===== src/rtl/pim_pkg.sv =====
package pim_pkg;

   // Fixed descriptor held in bits 30:0 of a mapping register
   function automatic logic [30:0] desc_bits(input int unsigned grp, input int unsigned per_grp);
      logic [30:0] v;
      v = (31'h1f << 6) | 31'(grp * per_grp);
      return v;
   endfunction

   typedef enum logic {
      BUS_PRIMARY = 1'b0,
      BUS_BRIDGE  = 1'b1
   } bus_kind_e;

endpackage


===== src/rtl/pim_regs.sv =====
module pim_regs #(
   parameter int unsigned NUM_GROUPS = 8,
   parameter int unsigned PER_GROUP  = 4,
   parameter int unsigned ADDR_W     = 16,
   parameter int unsigned WIN_BASE   = 'hC00
) (
   input  logic                  clk,
   input  logic                  rst_n,
   input  logic                  wr_en,
   input  logic [ADDR_W-1:0]     reg_addr,
   input  logic                  gate_wbit,
   output logic [31:0]           rd_data,
   output logic [NUM_GROUPS-1:0] gate_q
);
   import pim_pkg::*;

   localparam int unsigned GRP_W   = $clog2(NUM_GROUPS);
   localparam int unsigned STRIDE  = 8;
   localparam int unsigned WIN_END = WIN_BASE + NUM_GROUPS * STRIDE;

   logic              in_win;
   logic              upper;
   logic [GRP_W-1:0]  grp_idx;
   logic [ADDR_W-1:0] rel;

   always_comb begin
      in_win  = (reg_addr >= ADDR_W'(WIN_BASE)) && (reg_addr < ADDR_W'(WIN_END));
      upper   = reg_addr[2];
      rel     = reg_addr - ADDR_W'(WIN_BASE);
      grp_idx = GRP_W'(rel >> 3);
   end

   generate
      for (genvar g = 0; g < NUM_GROUPS; g++) begin : g_gate
         always_ff @(posedge clk or negedge rst_n) begin
            if (!rst_n)
               gate_q[g] <= 1'b0;
            else if (wr_en && in_win && upper && (grp_idx == GRP_W'(g)))
               gate_q[g] <= gate_wbit;
         end
      end
   endgenerate

   always_comb begin
      rd_data = '0;
      for (int g = 0; g < NUM_GROUPS; g++) begin
         if (in_win && upper && (grp_idx == GRP_W'(g)))
            rd_data = {gate_q[g], desc_bits(g, PER_GROUP)};
      end
   end

endmodule


===== src/rtl/pim_irq_num.sv =====
module pim_irq_num #(
   parameter int unsigned NUM_LINES = 32
) (
   input  logic                          bus_bridge,
   input  logic [7:0]                    devfn,
   input  logic [1:0]                    pin,
   output logic [$clog2(NUM_LINES)-1:0]  irq_number
);
   import pim_pkg::*;

   localparam int unsigned IDX_W    = $clog2(NUM_LINES);
   localparam int unsigned HALF_OFS = NUM_LINES / 2;

   bus_kind_e kind;

   always_comb begin
      kind = bus_kind_e'(bus_bridge);
      case (kind)
         BUS_BRIDGE:  irq_number = IDX_W'({devfn[4:3], pin});
         default:     irq_number = IDX_W'(pin) + (devfn[0] ? IDX_W'(HALF_OFS) : '0);
      endcase
   end

endmodule


===== src/rtl/pim_gate.sv =====
module pim_gate #(
   parameter int unsigned NUM_LINES = 32,
   parameter int unsigned PER_GROUP = 4,
   parameter int unsigned NUM_W     = 6
) (
   input  logic                             clk,
   input  logic                             rst_n,
   input  logic                             ev_we,
   input  logic [NUM_W-1:0]                 ev_num,
   input  logic                             ev_level,
   input  logic [NUM_LINES/PER_GROUP-1:0]   gate_q,
   output logic [NUM_LINES-1:0]             lvl_q,
   output logic [NUM_LINES-1:0]             irq_out
);
   generate
      for (genvar n = 0; n < NUM_LINES; n++) begin : g_line
         always_ff @(posedge clk or negedge rst_n) begin
            if (!rst_n) begin
               lvl_q[n]   <= 1'b0;
               irq_out[n] <= 1'b0;
            end else begin
               if (ev_we && (ev_num == NUM_W'(n)))
                  lvl_q[n] <= ev_level;
               irq_out[n] <= lvl_q[n] & gate_q[n / PER_GROUP];
            end
         end
      end
   endgenerate

endmodule


===== src/rtl/pci_irq_map_gate.sv =====
module pci_irq_map_gate #(
   parameter int unsigned NUM_LINES = 32,
   parameter int unsigned PER_GROUP = 4,
   parameter int unsigned ADDR_W    = 16,
   parameter int unsigned WIN_BASE  = 'hC00
) (
   input  logic                          clk,
   input  logic                          rst_n,
   input  logic                          wr_en,
   input  logic [ADDR_W-1:0]             reg_addr,
   input  logic [31:0]                   wr_data,
   output logic [31:0]                   rd_data,
   input  logic                          ev_we,
   input  logic [$clog2(NUM_LINES):0]    ev_num,
   input  logic                          ev_level,
   input  logic                          bus_bridge,
   input  logic [7:0]                    devfn,
   input  logic [1:0]                    pin,
   output logic [$clog2(NUM_LINES)-1:0]  irq_number,
   output logic [NUM_LINES-1:0]          irq_out
);
   localparam int unsigned NUM_GROUPS = NUM_LINES / PER_GROUP;
   localparam int unsigned NUM_W      = $clog2(NUM_LINES) + 1;

   generate
      if (NUM_LINES % PER_GROUP != 0) begin : g_bad_split
         $error("NUM_LINES must be a multiple of PER_GROUP");
      end
      if (PER_GROUP != 4) begin : g_bad_group
         $error("bridge formula assumes four pins per group");
      end
      if (NUM_GROUPS < 2 || NUM_GROUPS > 8) begin : g_bad_groups
         $error("NUM_GROUPS must lie in 2..8");
      end
      if ((WIN_BASE % 64) != 0) begin : g_bad_base
         $error("WIN_BASE must be 64-byte aligned");
      end
   endgenerate

   logic [NUM_GROUPS-1:0] gate_q;
   logic [NUM_LINES-1:0]  lvl_q;

   pim_regs #(
      .NUM_GROUPS (NUM_GROUPS),
      .PER_GROUP  (PER_GROUP),
      .ADDR_W     (ADDR_W),
      .WIN_BASE   (WIN_BASE)
   ) u_regs (
      .clk       (clk),
      .rst_n     (rst_n),
      .wr_en     (wr_en),
      .reg_addr  (reg_addr),
      .gate_wbit (wr_data[31]),
      .rd_data   (rd_data),
      .gate_q    (gate_q)
   );

   pim_gate #(
      .NUM_LINES (NUM_LINES),
      .PER_GROUP (PER_GROUP),
      .NUM_W     (NUM_W)
   ) u_gate (
      .clk      (clk),
      .rst_n    (rst_n),
      .ev_we    (ev_we),
      .ev_num   (ev_num),
      .ev_level (ev_level),
      .gate_q   (gate_q),
      .lvl_q    (lvl_q),
      .irq_out  (irq_out)
   );

   pim_irq_num #(
      .NUM_LINES (NUM_LINES)
   ) u_num (
      .bus_bridge (bus_bridge),
      .devfn      (devfn),
      .pin        (pin),
      .irq_number (irq_number)
   );

endmodule


===== config.mk =====
export PLATFORM = sky130hd
export DESIGN_NAME = pci_irq_map_gate
export DESIGN_NICKNAME = d
export VERILOG_FILES = /design/src/rtl/pim_pkg.sv /design/src/rtl/pim_regs.sv /design/src/rtl/pim_irq_num.sv /design/src/rtl/pim_gate.sv /design/src/rtl/pci_irq_map_gate.sv
export SDC_FILE = /design/constraint.sdc
export NUM_CORES = 1
export LEC_CHECK = 0
export BUFFER_PORTS_ARGS = -buffer_cell sky130_fd_sc_hd__buf_2
export CORE_MARGIN = 4
export CORE_UTILIZATION = 35
export DETAILED_ROUTE_END_ITERATION = 7
export PLACE_DENSITY = 0.74
export SLEW_MARGIN = 10
export SYNTH_ARGS = -nofsm -noshare
export SYNTH_HDL_FRONTEND = slang
export SYNTH_SLANG_ARGS = --single-unit

===== constraint.sdc =====
create_clock -name clk -period 1.3 [get_ports clk]
set_input_delay 0.195 -clock clk [delete_from_list [all_inputs] [get_ports clk]]
set_output_delay 0.195 -clock clk [all_outputs]
set_load 0.02 [all_outputs]

# --- Word level (Yosys, flattened, before mapping) ---
# Cells that the tools add are included.
totals:
  register_bits: 72
  inputBits: 70
  elab_cells: 210
classes:
  addsub: 2
  n_lt_le_gt_ge: 2
  eq_ne: 38
  muxes: 10
  bitwise: 32
  n_reduce_logical: 54
op_table:
  columns: ["op", "count"]
  rows:
  - ["two-way mux 32 bit", 8]
  - ["equality test 6 x 5 -> 1 bit (second input constant)", 16]
  - ["logical AND 1 bit", 52]
  - ["equality test 6 x 4 -> 1 bit (second input constant)", 8]
  - ["AND 1 bit", 32]
  - ["equality test 6 x 3 -> 1 bit (second input constant)", 4]
  - ["greater-or-equal comparator 16 x 12 -> 1 bit (second input constant)", 1]
  - ["less-than comparator 16 x 12 -> 1 bit (second input constant)", 1]
  - ["equality test 3 bit (second input constant)", 4]
  - ["equality test 6 x 2 -> 1 bit (second input constant)", 2]
  - ["two-way mux 5 bit", 2]
  - ["equality test 3 x 2 -> 1 bit (second input constant)", 2]
  - ["equality test 6 x 1 -> 1 bit (second input constant)", 1]
  - ["zero test 6 bit", 1]
  - ["subtractor 6 x 1 -> 6 bit (second input constant)", 1]
  - ["adder 2 x 5 -> 5 bit", 1]
  - ["equality test 3 x 1 -> 1 bit (second input constant)", 1]
  - ["zero test 3 bit", 1]

# --- Depth between registers and ports, before layout ---
logic_depth:
  word_depth: 12
  mapped_depth: 4
  ltp_nobuf: 4

# --- Hierarchy ---
# A second synthesis with hierarchy kept.
unflattened:
  hier_cells: 255
  hier_area_um2: 3239.4
modules_own_cells:
  columns: ["mod", "instances", "cells_per_inst", "area_each_um2"]
  rows:
  - ["pim_gate", 1, 179, 2462.4]
  - ["pim_regs", 1, 71, 743.2]
  - ["pim_irq_num", 1, 5, 33.8]

# --- Worst setup path before layout ---
# No wires, ideal clock.
synth_path:
  path_type: "input port to flip-flop"
  startpoint: "input port ev_num[5]"
  endpoint: "register u_gate.lvl_q[3]"
  setup_ns: 0.128
  arrival_ns: 1.317
  t_required_ns: 1.172
  slack_ns: -0.144
  stages: 4
  path_buffers: 0
  cell_sequence: "or3b_4 -> or2_1 -> nor3_2 -> mux2_1"
synth_between:
  elab_chain_len: 2
synth_lines:
  columns: ["element", "line", "rtl"]
  rows:
  - ["from (decl)", "pci_irq_map_gate.sv:14", "input logic [$clog2(NUM_LINES):0] ev_num,"]
  - ["equality test 6 x 2 -> 1 bit", "pim_gate.sv:22", "if (ev_we && (ev_num == NUM_W'(n)))"]
  - ["logical AND 1 bit", "pim_gate.sv:22", null]
  - ["to (signal, indexed assignment)", "pim_gate.sv:23", "lvl_q[n] <= ev_level;"]
  - ["to (decl)", "pim_gate.sv:12", "output logic [NUM_LINES-1:0] lvl_q,"]
# Every way passes these cells.
# A chain may end at the register's enable or synchronous reset.

# --- Final worst setup path ---
layout_path:
  startpoint: "register u_regs.gate_q[7]"
  endpoint: "output port rd_data[31]"
layout_between:
  elab_chain_len: 1
layout_lines:
  columns: ["element", "line", "rtl"]
  rows:
  - ["from (decl)", "pim_regs.sv:13", "output logic [NUM_GROUPS-1:0] gate_q"]
  - ["from (signal, indexed assignment)", "pim_regs.sv:39", "gate_q[g] <= gate_wbit;"]
  - ["two-way mux 32 bit", "pim_regs.sv:47", "if (in_win && upper && (grp_idx == GRP_W'(g)))"]
  - ["to (decl)", "pci_irq_map_gate.sv:12", "output logic [31:0] rd_data,"]
# Every way passes these cells.

==> results_dict.tcl <==
set metrics [dict create \
    area_growth_syn_to_layout_pct 25.7 \
    core_mm2 0.00881 \
    hold_viol 0 \
    timing.fmax_mhz 598 \
    setup_ws_ps -373 \
    io_buffers 73 \
    grt_pass1_wl_um 11000 \
    min_path_cells 2 \
    cts.sinks 72 \
    grt_pass1_vias 2217 \
    fin_tns_setup_ps -393 \
    cp.required_ps 1110 \
    gr-usage-all-layers 0.129 \
    worstPathCellList "mux4_2 > nand2_2 > a21oi_2 > buf_6" \
    num_antenna_cells 0 \
    power.density_mw_per_mm2 1080 \
    clk_latency_ps 340 \
    ant_nets 0 \
    arrival_ps 1480 \
    cts_buffers 9 \
    setup_viol 3 \
    hpwlAfterDp_um 4840 \
    via_count 2163 \
    synth_top_family_by_area "simple AND/OR/NAND/NOR gates" \
    final_cell_area_mm2 0.00403 \
    gp_congestion 0.817 \
    grt_overflow 0 \
    mostFrequentLayoutCell "dfrtp_1" \
    ys_seq_area_frac 0.562 \
    avgSynthCellArea_um2 12.3 \
    synth_warnings 0 \
    grt_max_degree 73 \
    drive_gt1_frac 0.375 \
    rr_worst_depth 3 \
    synth-simple-area-share 0.194 \
    path_clk_slew_ps 70 \
    hold_class "input port to flop" \
    synthDistinctLibCells 31 \
    rows 34 \
    syn_area_mm2 0.00321 \
    ios 139 \
    finalPower_mw 4.35 \
    antenna_found_initial 0 \
    startpoint_type "flop" \
    fin_nets 422 \
    drv_cap 0 \
    cts_tree "yes" \
    rsz0062_at_grt "yes" \
    min_period_over_period 1.29 \
    crit_fanout 2 \
    placed_area_mm2 0.00370 \
    drt-total-wl_um 6720 \
    slew_viol_final 0 \
    vdd_ir_drop_max_mv 0.421 \
    cpPeakStageDelay_ps 490 \
    post-route-min-period_ps 1670 \
    synthCells 260 \
    drt_iter0_drc 84 \
    fillerInstances 777 \
    muxShareOfSynthArea 0.160 \
    path_class "flop to output port" \
    wl_per_cell_um 14.4 \
    routed_via_density 4.65 \
    crit_slowest_cell "mux4_2" \
    yosys.area_share.adder 0 \
    cts_buffer_depth 2 \
    synth_compound_area_frac 0.00156 \
    violations "setup timing" \
    drc 0 \
    critPathCaptureType "output port" \
    die_width_um 104 \
    initial_core_util 0.364 \
    skew_ps 5.72 \
    leakage_nw 2.13 \
    die_area_mm2 0.0108 \
    drt_pass1_iterations 4 \
    die_y_um 104 \
    status "finished with violations" \
    synth_xor_area_frac 0 \
    final_cell_mix "dfrtp_1 (72), buf_2 (63), mux2_1 (35), and2_1 (34), conb_1 (23)" \
    clock-root-buffer "clkbuf_8" \
    ys_ff_latch 72 \
    htreeDepth 3 \
]
==> cells in the mapped netlist <==
cell type   n  area [µm²]
nor2_1     19        71.3
nor3b_4     2        37.5
nand2b_1    2        12.5
or3b_4      1        11.3
nand3_1     8        40.0
clkbuf_1    4        15.0
a21oi_1     1        5.00
conb_1      1        3.75
nor3_2      2        20.0
nand3_2     2        20.0
and3b_1     1        8.76
and2_1     34         213
nand3b_1    2        15.0
mux2_4      5        75.1
nand2_1    16        60.1
buf_4      29         218
nor3b_2     1        12.5
inv_2       2        7.51
and4bb_1    1        12.5
nor3_1      7        35.0
inv_1       2        7.51
nand4_1     1        6.26
dfrtp_1    72        1800
buf_2       2        10.0
and2b_1     2        15.0
mux4_2      2        45.0
nor3b_1     1        7.51
nor2b_1     1        6.26
mux2_1     35         394
nor4_2      1        12.5
or2_1       1        6.26
==> critical path: cells and delay by family, from the launching register on <==
family	cells	cell delay, ps
buffers and inverters	1	120
AOI/OAI and AO/OA	1	50
muxes	1	490
DFF	1	390
and+or+nand+nor	1	80
==> layer usage <==
metal,share of wire,track usage,vias up
met4,0.026,0.0627,0
met2,0.50,0.214,68
met5,0,0,-
met1,0.42,0.155,1080
met3,0.053,0.0342,17
li1,-,-,998
==> logic make-up after synthesis <==
group | after synthesis
simple gates | 105
other cells | 1
flops | 72
buf+inv | 39
compound gates | 1
mux | 42
==> worst paths after layout <==
kind                                              start                      endpoint  slack [ps]
min in group asynchronous                         rst_n  u_gate.irq_out[23]$_DFF_PN0_         410
setup reg to reg           u_regs.gate_q[5]$_DFFE_PN0P_  u_regs.gate_q[5]$_DFFE_PN0P_         250
hold / removal                              wr_data[31]  u_regs.gate_q[2]$_DFFE_PN0P_         180
setup / recovery           u_regs.gate_q[7]$_DFFE_PN0P_                   rd_data[31]        -370
max in group asynchronous                         rst_n  u_gate.lvl_q[11]$_DFFE_PN0P_         610
hold reg to reg            u_gate.lvl_q[29]$_DFFE_PN0P_  u_gate.lvl_q[29]$_DFFE_PN0P_         480
==> stage by stage <==
step	utilization	std cells	hold slack [ps]	setup slack, ps
2_1_floorplan	-	282	-101	-127
3_3_place_gp	0.420	441	247	-270
3_5_place_dp	0.420	441	249	-305
4_1_cts	0.454	464	161	-379
5_1_grt	0.458	465	180	-419
6_report	0.458	465	177	-373
==> flip-flops by register name (all words and copies together), names as in the netlist <==
register and cells:
u_gate.irq_out 32, u_gate.lvl_q 32, u_regs.gate_q 8
==> area by class of cell <==
cell class | count | area (µm²) | share of cell area
Timing Repair Buffer | 94 | 604 | 0.150
Multi-Input combinational cell | 171 | 1300 | 0.323
Sequential cell | 72 | 1800 | 0.447
Inverter | 4 | 22.5 | 0.00559
Clock inverter | 3 | 17.5 | 0.00435
Clock buffer | 13 | 149 | 0.0369
Tap cell | 108 | 135 | 0.0335
==> where the power goes <==
part	switching (mW)	total [mW]	internal, mW
registers	0.0597	2.43	2.37
logic	0.242	0.405	0.163
clock network	0.772	1.51	0.740
total	1.07	4.35	3.27
==> timing repair <==
item	CTS	global route
buffers inserted	6	1
hold buffers	1	0
hold endpoints to repair	72	0
gates resized for setup	23	6
endpoints found under the setup margin	9	9
pin swaps	6	3
Note: power is estimated with default switching activity, not from simulation.
